==> config.mk <==
export PLATFORM = sky130hd
export DESIGN_NAME = inbound_win_filter
export DESIGN_NICKNAME = d
export VERILOG_FILES = /design/src/rtl/inbound_win_filter_pkg.sv /design/src/rtl/win_regs.sv /design/src/rtl/win_match.sv /design/src/rtl/win_decide.sv /design/src/rtl/inbound_win_filter.sv
export SDC_FILE = /design/constraint.sdc
export NUM_CORES = 1
export LEC_CHECK = 0
export BUFFER_PORTS_ARGS = -buffer_cell sky130_fd_sc_hd__buf_2
export CAP_MARGIN = 30
export CORE_AREA = 2 2 97 170
export DETAILED_ROUTE_END_ITERATION = 10
export DIE_AREA = 0 0 99 172
export GPL_TIMING_DRIVEN = 0
export PLACE_DENSITY_LB_ADDON = 0.2
export SLEW_MARGIN = 20
export SYNTH_ARGS = -nofsm -noshare
export SYNTH_HDL_FRONTEND = slang
export SYNTH_SLANG_ARGS = --single-unit
==> constraint.sdc <==
create_clock -name clk -period 2.7 [get_ports clk]
set_input_delay 0.405 -clock clk [delete_from_list [all_inputs] [get_ports clk]]
set_output_delay 0.405 -clock clk [all_outputs]
set_load 0.01 [all_outputs]
==> src/rtl/inbound_win_filter_pkg.sv <==
package inbound_win_filter_pkg;

  localparam int unsigned REG_OFS_W   = 8;
  localparam int unsigned IDX_W       = 4;
  localparam logic [REG_OFS_W-1:0] CTRL_OFS    = 8'h00;
  localparam logic [REG_OFS_W-1:0] WIN_BASE_OFS = 8'h10;

  typedef struct packed {
    logic             is_ctrl;
    logic             is_win;
    logic             is_limit;
    logic [IDX_W-1:0] idx;
  } reg_sel_t;

  // Map a byte offset onto a register; windows are 8 bytes apart
  function automatic reg_sel_t decode_ofs(input logic [REG_OFS_W-1:0] ofs,
                                          input int unsigned nwin);
    reg_sel_t             s;
    logic [REG_OFS_W-1:0] rel;
    s   = '0;
    rel = ofs - WIN_BASE_OFS;
    if (ofs == CTRL_OFS) begin
      s.is_ctrl = 1'b1;
    end else if (ofs >= WIN_BASE_OFS && ofs[1:0] == 2'b00 &&
                 32'(rel[REG_OFS_W-1:3]) < nwin) begin
      s.is_win   = 1'b1;
      s.is_limit = rel[2];
      s.idx      = rel[IDX_W+2:3];
    end
    return s;
  endfunction

endpackage

==> src/rtl/win_regs.sv <==
module win_regs
  import inbound_win_filter_pkg::*;
#(
  parameter int unsigned AW      = 32,
  parameter int unsigned NUM_WIN = 2
) (
  input  logic                          clk,
  input  logic                          rst_n,
  input  logic                          wr_en,
  input  logic [REG_OFS_W-1:0]          ofs,
  input  logic [AW-1:0]                 wdata,
  output logic [AW-1:0]                 rdata,
  output logic                          incl_o,
  output logic [NUM_WIN-1:0][AW-1:0]    start_o,
  output logic [NUM_WIN-1:0][AW-1:0]    limit_o
);

  reg_sel_t sel;
  assign sel = decode_ofs(ofs, NUM_WIN);

  always_ff @(posedge clk) begin
    if (!rst_n) begin
      incl_o <= 1'b0;
    end else if (wr_en && sel.is_ctrl) begin
      incl_o <= wdata[0];
    end
  end

  for (genvar gi = 0; gi < NUM_WIN; gi++) begin : g_win
    logic hit_wr;
    assign hit_wr = wr_en && sel.is_win && (sel.idx == IDX_W'(gi));
    always_ff @(posedge clk) begin
      if (!rst_n) begin
        start_o[gi] <= '1;
        limit_o[gi] <= '0;
      end else if (hit_wr) begin
        if (sel.is_limit) limit_o[gi] <= wdata;
        else              start_o[gi] <= wdata;
      end
    end
  end

  always_comb begin
    rdata = '0;
    if (sel.is_ctrl) rdata[0] = incl_o;
    for (int i = 0; i < NUM_WIN; i++) begin
      if (sel.is_win && sel.idx == IDX_W'(i))
        rdata = sel.is_limit ? limit_o[i] : start_o[i];
    end
  end

endmodule

==> src/rtl/win_match.sv <==
module win_match #(
  parameter int unsigned AW = 32
) (
  input  logic [AW-1:0] addr_i,
  input  logic [AW-1:0] start_i,
  input  logic [AW-1:0] limit_i,
  output logic          hit_o
);

  // Both bounds inclusive; start above limit yields no match
  function automatic logic addr_in_range(input logic [AW-1:0] a,
                                         input logic [AW-1:0] lo,
                                         input logic [AW-1:0] hi);
    return (a >= lo) && (a <= hi);
  endfunction

  assign hit_o = addr_in_range(addr_i, start_i, limit_i);

endmodule

==> src/rtl/win_decide.sv <==
module win_decide #(
  parameter int unsigned NUM_WIN = 2,
  parameter int unsigned TAG_W   = 8
) (
  input  logic               clk,
  input  logic               rst_n,
  input  logic               req_valid,
  input  logic [TAG_W-1:0]   req_tag,
  input  logic [NUM_WIN-1:0] hit_i,
  input  logic               incl_i,
  output logic               rsp_valid,
  output logic               rsp_pass,
  output logic [TAG_W-1:0]   rsp_tag
);

  function automatic logic verdict(input logic any_hit, input logic incl);
    return incl ? any_hit : !any_hit;
  endfunction

  logic any_hit;
  assign any_hit = |hit_i;

  always_ff @(posedge clk) begin
    if (!rst_n) begin
      rsp_valid <= 1'b0;
      rsp_pass  <= 1'b0;
      rsp_tag   <= '0;
    end else begin
      rsp_valid <= req_valid;
      if (req_valid) begin
        rsp_pass <= verdict(any_hit, incl_i);
        rsp_tag  <= req_tag;
      end
    end
  end


  rsp_follows_req_chk: assert property (@(posedge clk) disable iff (!rst_n)
    req_valid |=> rsp_valid);

  rsp_idle_chk: assert property (@(posedge clk) disable iff (!rst_n)
    !req_valid |=> !rsp_valid);

  tag_echo_chk: assert property (@(posedge clk) disable iff (!rst_n)
    req_valid |=> rsp_tag == $past(req_tag));

  incl_hit_pass_chk: assert property (@(posedge clk) disable iff (!rst_n)
    (req_valid && incl_i && any_hit) |=> rsp_pass);

  excl_hit_block_chk: assert property (@(posedge clk) disable iff (!rst_n)
    (req_valid && !incl_i && any_hit) |=> !rsp_pass);

endmodule

==> src/rtl/inbound_win_filter.sv <==
module inbound_win_filter
  import inbound_win_filter_pkg::*;
#(
  parameter int unsigned AW      = 32,
  parameter int unsigned TAG_W   = 8,
  parameter int unsigned NUM_WIN = 2
) (
  input  logic                 clk,
  input  logic                 rst_n,
  input  logic                 reg_wr_en,
  input  logic [REG_OFS_W-1:0] reg_addr,
  input  logic [AW-1:0]        reg_wdata,
  output logic [AW-1:0]        reg_rdata,
  input  logic                 req_valid,
  input  logic [AW-1:0]        req_addr,
  input  logic [TAG_W-1:0]     req_tag,
  output logic                 rsp_valid,
  output logic                 rsp_pass,
  output logic [TAG_W-1:0]     rsp_tag
);

  logic                       incl;
  logic [NUM_WIN-1:0][AW-1:0] win_start;
  logic [NUM_WIN-1:0][AW-1:0] win_limit;
  logic [NUM_WIN-1:0]         win_hit;

  win_regs #(.AW(AW), .NUM_WIN(NUM_WIN)) u_regs (
    .clk     (clk),
    .rst_n   (rst_n),
    .wr_en   (reg_wr_en),
    .ofs     (reg_addr),
    .wdata   (reg_wdata),
    .rdata   (reg_rdata),
    .incl_o  (incl),
    .start_o (win_start),
    .limit_o (win_limit)
  );

  for (genvar gi = 0; gi < NUM_WIN; gi++) begin : g_match
    win_match #(.AW(AW)) u_match (
      .addr_i  (req_addr),
      .start_i (win_start[gi]),
      .limit_i (win_limit[gi]),
      .hit_o   (win_hit[gi])
    );


    empty_win_chk: assert property (@(posedge clk) disable iff (!rst_n)
      (win_start[gi] > win_limit[gi]) |-> !win_hit[gi]);
  end

  win_decide #(.NUM_WIN(NUM_WIN), .TAG_W(TAG_W)) u_decide (
    .clk       (clk),
    .rst_n     (rst_n),
    .req_valid (req_valid),
    .req_tag   (req_tag),
    .hit_i     (win_hit),
    .incl_i    (incl),
    .rsp_valid (rsp_valid),
    .rsp_pass  (rsp_pass),
    .rsp_tag   (rsp_tag)
  );

endmodule

---- Word-level counts from Yosys, hierarchy flattened ----
Index checks and enable logic that the tools add are counted.
word-level totals
  bits in registers ....................... 139
  bits of input ports ..................... 84
  output and inout port bits .............. 42
cells by class
  add/subtract/negate cells ............... 1
  order comparisons ....................... 6
  eq/ne operators ......................... 1
  multiplexer cells ....................... 9
  bitwise gates (word level) .............. 1
  reductions and logical operators ........ 19
operator list
  operator                                                           number
  two-way mux 32 bit                                                 4
  greater-or-equal comparator 32 bit                                 2
  less-or-equal comparator 32 bit                                    2
  two-way mux 6 bit                                                  2
  logical AND 1 bit                                                  10
  greater-or-equal comparator 8 x 5 -> 1 bit, second input constant  1
  logical NOT 8 bit                                                  1
  AND reduction 2 bit                                                4
  subtractor 8 x 5 -> 8 bit, second input constant                   1
  less-than comparator 5 x 2 -> 1 bit, second input constant         1
  equality test 4 x 1 -> 1 bit, second input constant                1
  logical NOT 4 bit                                                  1
  two-way mux 1 bit                                                  3
  logical NOT 2 bit                                                  1
  OR reduction 2 bit                                                 1
  logical NOT 1 bit                                                  1
  NOT 1 bit                                                          1

---- Logic depth before layout (Yosys ltp) ----
Gate-level depths: netlist (run 1).
  depth after elaboration ................. 9
  mapped depth ............................ 11
  mapped depth without buffers ............ 10

---- Cells and area by module ----
From an unflattened synthesis (run 1), not the netlist that was laid out.
unflattened totals
  cell total of the unflattened synthesis .. 1113
  area total of the unflattened synthesis .. 9442.8 um^2
by module, submodules not included
  module      instances  cells each  area an instance (um^2)  seq. area each (um^2)
  win_regs    1          629         5868.1                   2582.5
  win_match   2          226         1604.0                   0.0
  win_decide  1          32          366.6                    200.2

---- Worst setup path before layout (run 1) ----
Ideal clock, no wire load.
  kind .................................... input port to output port
  start ................................... input port reg_addr[4]
  end ..................................... output port reg_rdata[10]
  arrival time ............................ 1.977 ns
  required time ........................... 2.295 ns
  setup slack ............................. 0.318 ns
  cell stages on the path ................. 8
  path buffers ............................ 1
  path through ............................ inv_1 ha_1 xnor2_1 and3_1 nand3_1 clkbuf_1 mux4_2 nor2_1
between the ends
  cells in the longest elaborated chain, start to end .. 9
  elaborated cells between the ends (all ways) .. 16
  those cells by class .................... add/sub (1); order compare (2); eq/ne (1); mux (6); reduce/logical (6)
RTL lines
  item                                                                                     line                                                        source
  from (decl)                                                                              inbound_win_filter.sv:11                                    input logic [REG_OFS_W-1:0] reg_addr,
  subtractor 8 x 5 -> 8 bit or greater-or-equal comparator 8 x 5 -> 1 bit (tied branches)  inbound_win_filter_pkg.sv:21, inbound_win_filter_pkg.sv:24
  less-than comparator 5 x 2 -> 1 bit or logical AND 1 bit (tied branches)                 inbound_win_filter_pkg.sv:25, inbound_win_filter_pkg.sv:24
  logical AND 1 bit                                                                        inbound_win_filter_pkg.sv:24                                end else if (ofs >= WIN_BASE_OFS && ofs[1:0] == 2'b00 &&
  two-way mux 6 bit                                                                        inbound_win_filter_pkg.sv:24
  two-way mux 6 bit *                                                                      inbound_win_filter_pkg.sv:22                                if (ofs == CTRL_OFS) begin
  logical NOT 4 bit                                                                        win_regs.sv:47                                              if (sel.is_win && sel.idx == IDX_W'(i))
  logical AND 1 bit                                                                        win_regs.sv:47
  two-way mux 32 bit                                                                       win_regs.sv:47
  two-way mux 32 bit *                                                                     win_regs.sv:47
  to (decl)                                                                                inbound_win_filter.sv:13                                    output logic [AW-1:0] reg_rdata,
Mark *: on every way between the ends. The rest lies on a longest branch, timed or not.

---- Final worst setup path (run 1) ----
  start ................................... register u_regs.start_o[0] (netlist name)
  end ..................................... register u_decide.rsp_pass
between the ends
  cells in the longest elaborated chain, start to end .. 5
RTL lines
  item                                  line              source
  from (decl)                           win_regs.sv:14    output logic [NUM_WIN-1:0][AW-1:0] start_o,
  from (signal, indexed assignment)     win_regs.sv:38    else start_o[gi] <= wdata;
  greater-or-equal comparator 32 bit *  win_match.sv:14   return (a >= lo) && (a <= hi);
  logical AND 1 bit *                   win_match.sv:14
  OR reduction 2 bit *                  win_decide.sv:21  assign any_hit = |hit_i;
  logical NOT 1 bit                     win_decide.sv:17  return incl ? any_hit : !any_hit;
  two-way mux 1 bit *                   win_decide.sv:17
  to (signal assigned)                  win_decide.sv:31  rsp_pass <= verdict(any_hit, incl_i);
  to (decl)                             win_decide.sv:12  output logic rsp_pass,
Marks and branches as above.
A chain may end at the register's enable or synchronous reset.

==> impl_metrics.tcl, run 1 <==
set metrics [dict create \
    status "complete, no violations" \
    vias 8586 \
    power_switching_mw 1.26 \
    grt_pass1_wl_um 43800 \
    nNetsFinal 1430 \
    internal-power_mw 3.60 \
    synthFlopType "dfxtp_1" \
    drtIter0Drc 454 \
    finalWirelength_um 28600 \
    combPwrFrac_pct 9.6 \
    syn_area_per_cell_um2 8.51 \
    synth-edff-count 0 \
    maxCapViolations 0 \
    hold_viol_final 0 \
    numPortBuffers 124 \
    crit_arrival_ps 3010 \
    synth_top_cell_area_share_pct 30.5 \
    grt_max_degree 17 \
    p_leak_nw 5.00 \
    crit_required_ps 3060 \
    dp_hpwl_um 21800 \
    syn-cell-area_um2 9120 \
    synth_largest_area_cell "dfxtp_1" \
    vias_per_cell 6.06 \
    syn_nets 1285 \
    start_util_pct 58.3 \
    rows 61 \
    setup_viol 0 \
    ir_drop_mv 0.397 \
    powerDensity_nw_per_um2 458 \
    yosysSeqAreaShare_pct 30.5 \
    die_y_um 172 \
    final_common_cell "nand2_1" \
    relSlewSlack_pct 51.3 \
    tightest_slew_ps 713 \
    die_w_um 99 \
    maxSlewViolCount 0 \
    path_class "register to register" \
    hold_class "input pin to register" \
    finalCritPeriodShare_pct 97.9 \
    track_usage_pct 33.7 \
    clk_latency_ps 440 \
    cpMaxStageDelayCell "a2111oi_1" \
    pwr-share-seq_pct 42.4 \
    startpoint_type "register" \
    sw_frac_of_total_pct 26.0 \
    layout.cells.most_common_list "216 x nand2_1, 139 x buf_2, 139 x dfxtp_1, 133 x inv_1, 130 x ha_1" \
    wl_per_cell_um 20.2 \
    overflow 0 \
    drtPass1Iterations 5 \
    slowest_delay_ps 470 \
    clock_skew_ps 5.53 \
    yosys-top-cells-area "dfxtp_1 31%, ha_1 18%, nand2_1 8.9%" \
    cts_root_buf "clkbuf_16" \
    synth_seq_cells 139 \
    ys_types 54 \
    dieArea_um2 17000 \
    utilization_pct 68.0 \
    clkPwrFrac_pct 47.9 \
    numClockSinks 139 \
    core_um2 15600 \
    clk_pin_slew_worst_paths_ps 60 \
    syn_inst 1071 \
    remaining_drc_errors 0 \
    max_freq_mhz 378 \
    drive_gt1_share_pct 18.6 \
    antenna_found_initial 0 \
    clock_path_buffers 2 \
    setup.worst_path.end_class "register" \
    antenna_left 0 \
    setup_tns_ps 0 \
    worstPathCellList "ha_1 > nand2b_1 > a2111oi_1 > nor4_1 > o211ai_1 > a21oi_1 > o32ai_2 > mux2_4 > o211ai_2" \
    numCtsBuffers 17 \
    fin_crit_ps 2640 \
    n_antenna_cell 0 \
    htreeDepth 4 \
    area_growth_pct 16.7 \
    cp_max_fo 2 \
    async_flop_share_pct 0 \
    gp_congestion 0.961 \
    cts_tree "done" \
    grt_pass1_vias 8617 \
    ys_warn_count 0 \
    io_pins 126 \
]
cell usage after synthesis (9+ instances only):
library cell,n
inv_1,133
nand2_1,216
a21boi_1,64
o211ai_1,67
mux2i_1,10
nand3_1,14
nand4_1,21
ha_1,130
a21o_1,16
nor2_1,43
clkbuf_1,28
buf_2,16
o21ai_0,9
dfxtp_1,139
a21oi_1,46
mux4_2,31
and4_1,9
nor2b_1,11
final timing paths:
check,start,end,slack (ps),cells past startpoint
hold reg to reg,u_regs.limit_o[3]$_SDFFE_PN0P_,u_regs.limit_o[3]$_SDFFE_PN0P_,450,2
setup / recovery,u_regs.start_o[0]$_SDFFE_PN1P_,u_decide.rsp_pass$_SDFFE_PN0P_,60,9
setup reg to reg,u_regs.start_o[0]$_SDFFE_PN1P_,u_decide.rsp_pass$_SDFFE_PN0P_,60,9
hold / removal,req_tag[0],u_decide.rsp_tag[0]$_SDFFE_PN0P_,230,3
cell families (layout without fill, tap and decap cells):
kind of cell               Yosys count  in the layout  share of synthesized area, %
DFF                                139            139                          30.5
muxes                               42             42                          8.92
and+or+nand+nor                    338            338                          16.4
adders and majority gates          130            130                          17.8
AOI/OAI and AO/OA                  234            234                          18.2
buffers and inverters              186            344                          7.96
xor gates and xnor gates             2              2                         0.192
metal layers:
metal	wire, um	vias up	share of wire, %	GRT usage [%]
met5	0	-	0	0
met4	1800	0	6.3	21.9
met3	1670	123	5.8	4.65
met2	14900	344	52	61.5
met1	10200	4093	36	35.7
li1	-	4026	-	-
layout make-up:
class | count | area (um^2)
inverters | 134 | 503
multi-input cells | 746 | 5650
flip-flops and latches | 139 | 2780
clock buffers | 21 | 470
clock inverters | 11 | 111
plain buffers | 51 | 241
repair buffers | 127 | 651
fillers | 1333 | 5000
well taps | 189 | 236
worst max-delay path: cells and delay by family (launching register included):
family	cells	cell delay [ps]
AOI/OAI and AO/OA	5	1340
adders and majority gates	1	260
DFF	1	330
muxes	1	350
and+or+nand+nor	2	310
metrics by stage:
| stage | total power, mW | cells | hold slack (ps) | setup slack (ps) | cell area [um^2] |
|---|---|---|---|---|---|
| global placement | 2.56 | 1384 | 437 | -417 | 9970 |
| floorplan | 2.35 | 1071 | 431 | 318 | 9120 |
| detailed placement | 2.57 | 1385 | 443 | -453 | 9990 |
| global route | 5.00 | 1418 | 239 | -6.24 | 10600 |
| CTS | 4.87 | 1416 | 224 | -16.7 | 10600 |
| finish | 4.87 | 1418 | 226 | 55.6 | 10600 |
sequential cells by signal, summed over array words and instances (netlist names):
name,flops
u_regs.incl_o,1
u_regs.start_o,64
u_decide.rsp_tag,8
u_regs.limit_o,64
u_decide.rsp_valid,1
u_decide.rsp_pass,1
timing repair:
item / 4_1_cts / 5_1_grt
pin swaps: 0 / 3
resized for setup: 8 / 10
endpoints found under the hold margin: 0 / 0
hold buffers: 0 / 0
setup endpoints to repair: 30 / 32
buffers inserted: 0 / 2
power groups by stage:
stage | sequential (mW) | combinational (mW) | clock [mW]
2_1_floorplan | 2.11 | 0.236 | 0
3_3_place_gp | 2.11 | 0.447 | 0
3_5_place_dp | 2.11 | 0.459 | 0
4_1_cts | 2.06 | 0.462 | 2.35
5_1_grt | 2.07 | 0.516 | 2.42
6_report | 2.07 | 0.470 | 2.33
Note: power is estimated with default switching activity, not from simulation.
==> run 2: changes to the inputs <==
- CTS_BUF_LIST: default -> sky130_fd_sc_hd__clkbuf_8
- GPL_TIMING_DRIVEN: 0 -> default
==> impl_metrics.tcl, run 2 (synthesis gave the netlist of run 1 again) <==
set metrics [dict create \
    status "complete, no violations" \
    maxCapViolations 0 \
    setup_viol 0 \
    vias 8247 \
    finalInstanceArea_um2 10600 \
    drtPass1Iterations 6 \
    finalCritPeriodShare_pct 97.3 \
    reg.largest.list "u_regs.limit_o: 64 flops, u_regs.start_o: 64 flops, u_decide.rsp_tag: 8 flops" \
    htreeDepth 4 \
    antenna_found_initial 1 \
    layout.cells.most_common_list "216 x nand2_1, 139 x dfxtp_1, 134 x inv_1, 129 x ha_1, 124 x buf_2" \
    grt_max_degree 65 \
    hold_class "input pin to register" \
    maxSlewViolCount 0 \
    crit_required_ps 2300 \
    p_leak_nw 4.95 \
    n_antenna_cell 0 \
    cpMaxStageDelayCell "mux4_2" \
    grt_pass1_wl_um 40400 \
    reg2reg_slack_ps 220 \
    crit_arrival_ps 2220 \
    overflow 0 \
    cts_root_buf "clkbuf_8" \
    drtIter0Drc 378 \
    regArea_um2 2780 \
    fillers 1335 \
    vias_per_cell 5.91 \
    max_freq_mhz 380 \
    clk_pin_slew_worst_paths_ps 70 \
    antenna_left 0 \
    multiInputGateArea_um2 5660 \
    die_w_um 99 \
    wl_per_cell_um 18.8 \
    die_y_um 172 \
    grt_pass1_vias 7941 \
    path_buf_inv 6 \
    dpl-instance-area_um2 10000 \
    start_util_pct 58.3 \
    numCtsBuffers 17 \
    setup_tns_ps 0 \
    slowest_delay_ps 290 \
    drive_gt1_share_pct 20.0 \
    remaining_drc_errors 0 \
    worstPathCellList "buf_2 > inv_1 > ha_2 > xnor2_2 > and3_4 > nand3_4 > buf_12 > buf_4 > buf_4 > mux4_2 > nor2_1 > buf_2" \
    setup.worst_path.end_class "output port" \
    core_um2 15600 \
    tightest_slew_ps 553 \
    hold_viol_final 0 \
    utilization_pct 67.5 \
    track_usage_pct 30.6 \
    clock_path_buffers 2 \
    final_common_cell "nand2_1" \
    numClockSinks 139 \
    path_class "input pin to output port" \
    dp_hpwl_um 19500 \
    io_pins 126 \
    nNetsFinal 1408 \
    ir_drop_mv 0.353 \
    clk_latency_ps 460 \
    crit_family "buffers and inverters" \
    cp_max_fo 6 \
    numPortBuffers 125 \
    startpoint_type "input pin" \
    gp_congestion 0.951 \
    dieArea_um2 17000 \
    relSlewSlack_pct 63.1 \
    holdWs_ps 202 \
    powerDensity_nw_per_um2 409 \
    cts_tree "done" \
    area_growth_pct 15.8 \
    fin_crit_ps 2630 \
    clock_skew_ps 8.07 \
    rows 61 \
    finalWirelength_um 26200 \
]
==> run 2: cell types whose count changed in the layout (fill, tap and decap cells not counted), moves of 3 or more <==
cell / previous run / this run
buf_1: 5 / 0
buf_12: 0 / 7
buf_2: 139 / 124
buf_4: 5 / 23
clkbuf_1: 25 / 0
clkbuf_16: 17 / 1
clkbuf_8: 4 / 19
clkinv_2: 0 / 3
inv_6: 3 / 0
nor2_1: 43 / 37
nor2_2: 1 / 6
==> run 2: path summary, 6_finish.rpt <==
kind,cells after the start,to,from
max reg2reg,10,u_decide.rsp_pass$_SDFFE_PN0P_,u_regs.limit_o[14]$_SDFFE_PN0P_
max,12,reg_rdata[17],reg_addr[4]
min reg2reg,2,u_regs.limit_o[8]$_SDFFE_PN0P_,u_regs.limit_o[8]$_SDFFE_PN0P_
min,3,u_decide.rsp_tag[3]$_SDFFE_PN0P_,req_tag[3]
==> run 2: worst register-to-register path: cells and delay by family, from the launching register on <==
family	cells	cell delay (ps)
flip-flops	1	350
buffers and inverters	1	70
multiplexers	1	330
adder cells (fa/ha/maj)	1	320
AND/OR/NAND/NOR	2	700
AO/OA/AOI/OAI	5	640
==> run 2: final cells by class <==
cell class	instances	share of cell area, %
Multi-Input combinational cell	746	53.6
Sequential cell	139	26.4
Timing Repair Buffer	156	9.18
Inverter	134	4.76
Clock buffer	19	2.48
Tap cell	189	2.24
Clock inverter	12	1.41
==> run 2: timing repair <==
item                                    in CTS  in global routing
resized for setup                            0                 11
hold buffers                                 0                  0
endpoints found under the setup margin       0                  2
buffers inserted                             0                  7
==> run 2: power breakdown <==
group / internal, mW / switching [mW] / total (mW)
sequential: 2.06 / 0.00509 / 2.06
clock: 0.950 / 0.844 / 1.79
combinational: 0.196 / 0.261 / 0.457
total: 3.20 / 1.11 / 4.31
==> run 2: through the flow <==
| stage | total power [mW] | setup slack (ps) | instances |
|---|---|---|---|
| floorplan | 2.35 | 318 | 1071 |
| global placement | 2.55 | 105 | 1356 |
| detailed placement | 2.56 | 46.2 | 1356 |
| CTS | 4.33 | 114 | 1387 |
| global route | 4.46 | -3.41 | 1395 |
| finish | 4.31 | 71.8 | 1395 |
==> run 2: per-layer routing <==
| layer | GRT usage [%] | share of wire (%) | vias to the layer above |
|---|---|---|---|
| li1 | - | - | 3986 |
| met1 | 32.4 | 36 | 3955 |
| met2 | 57.7 | 55 | 236 |
| met3 | 4.32 | 4.4 | 70 |
| met4 | 16.0 | 4.4 | 0 |
| met5 | 0 | 0 | - |
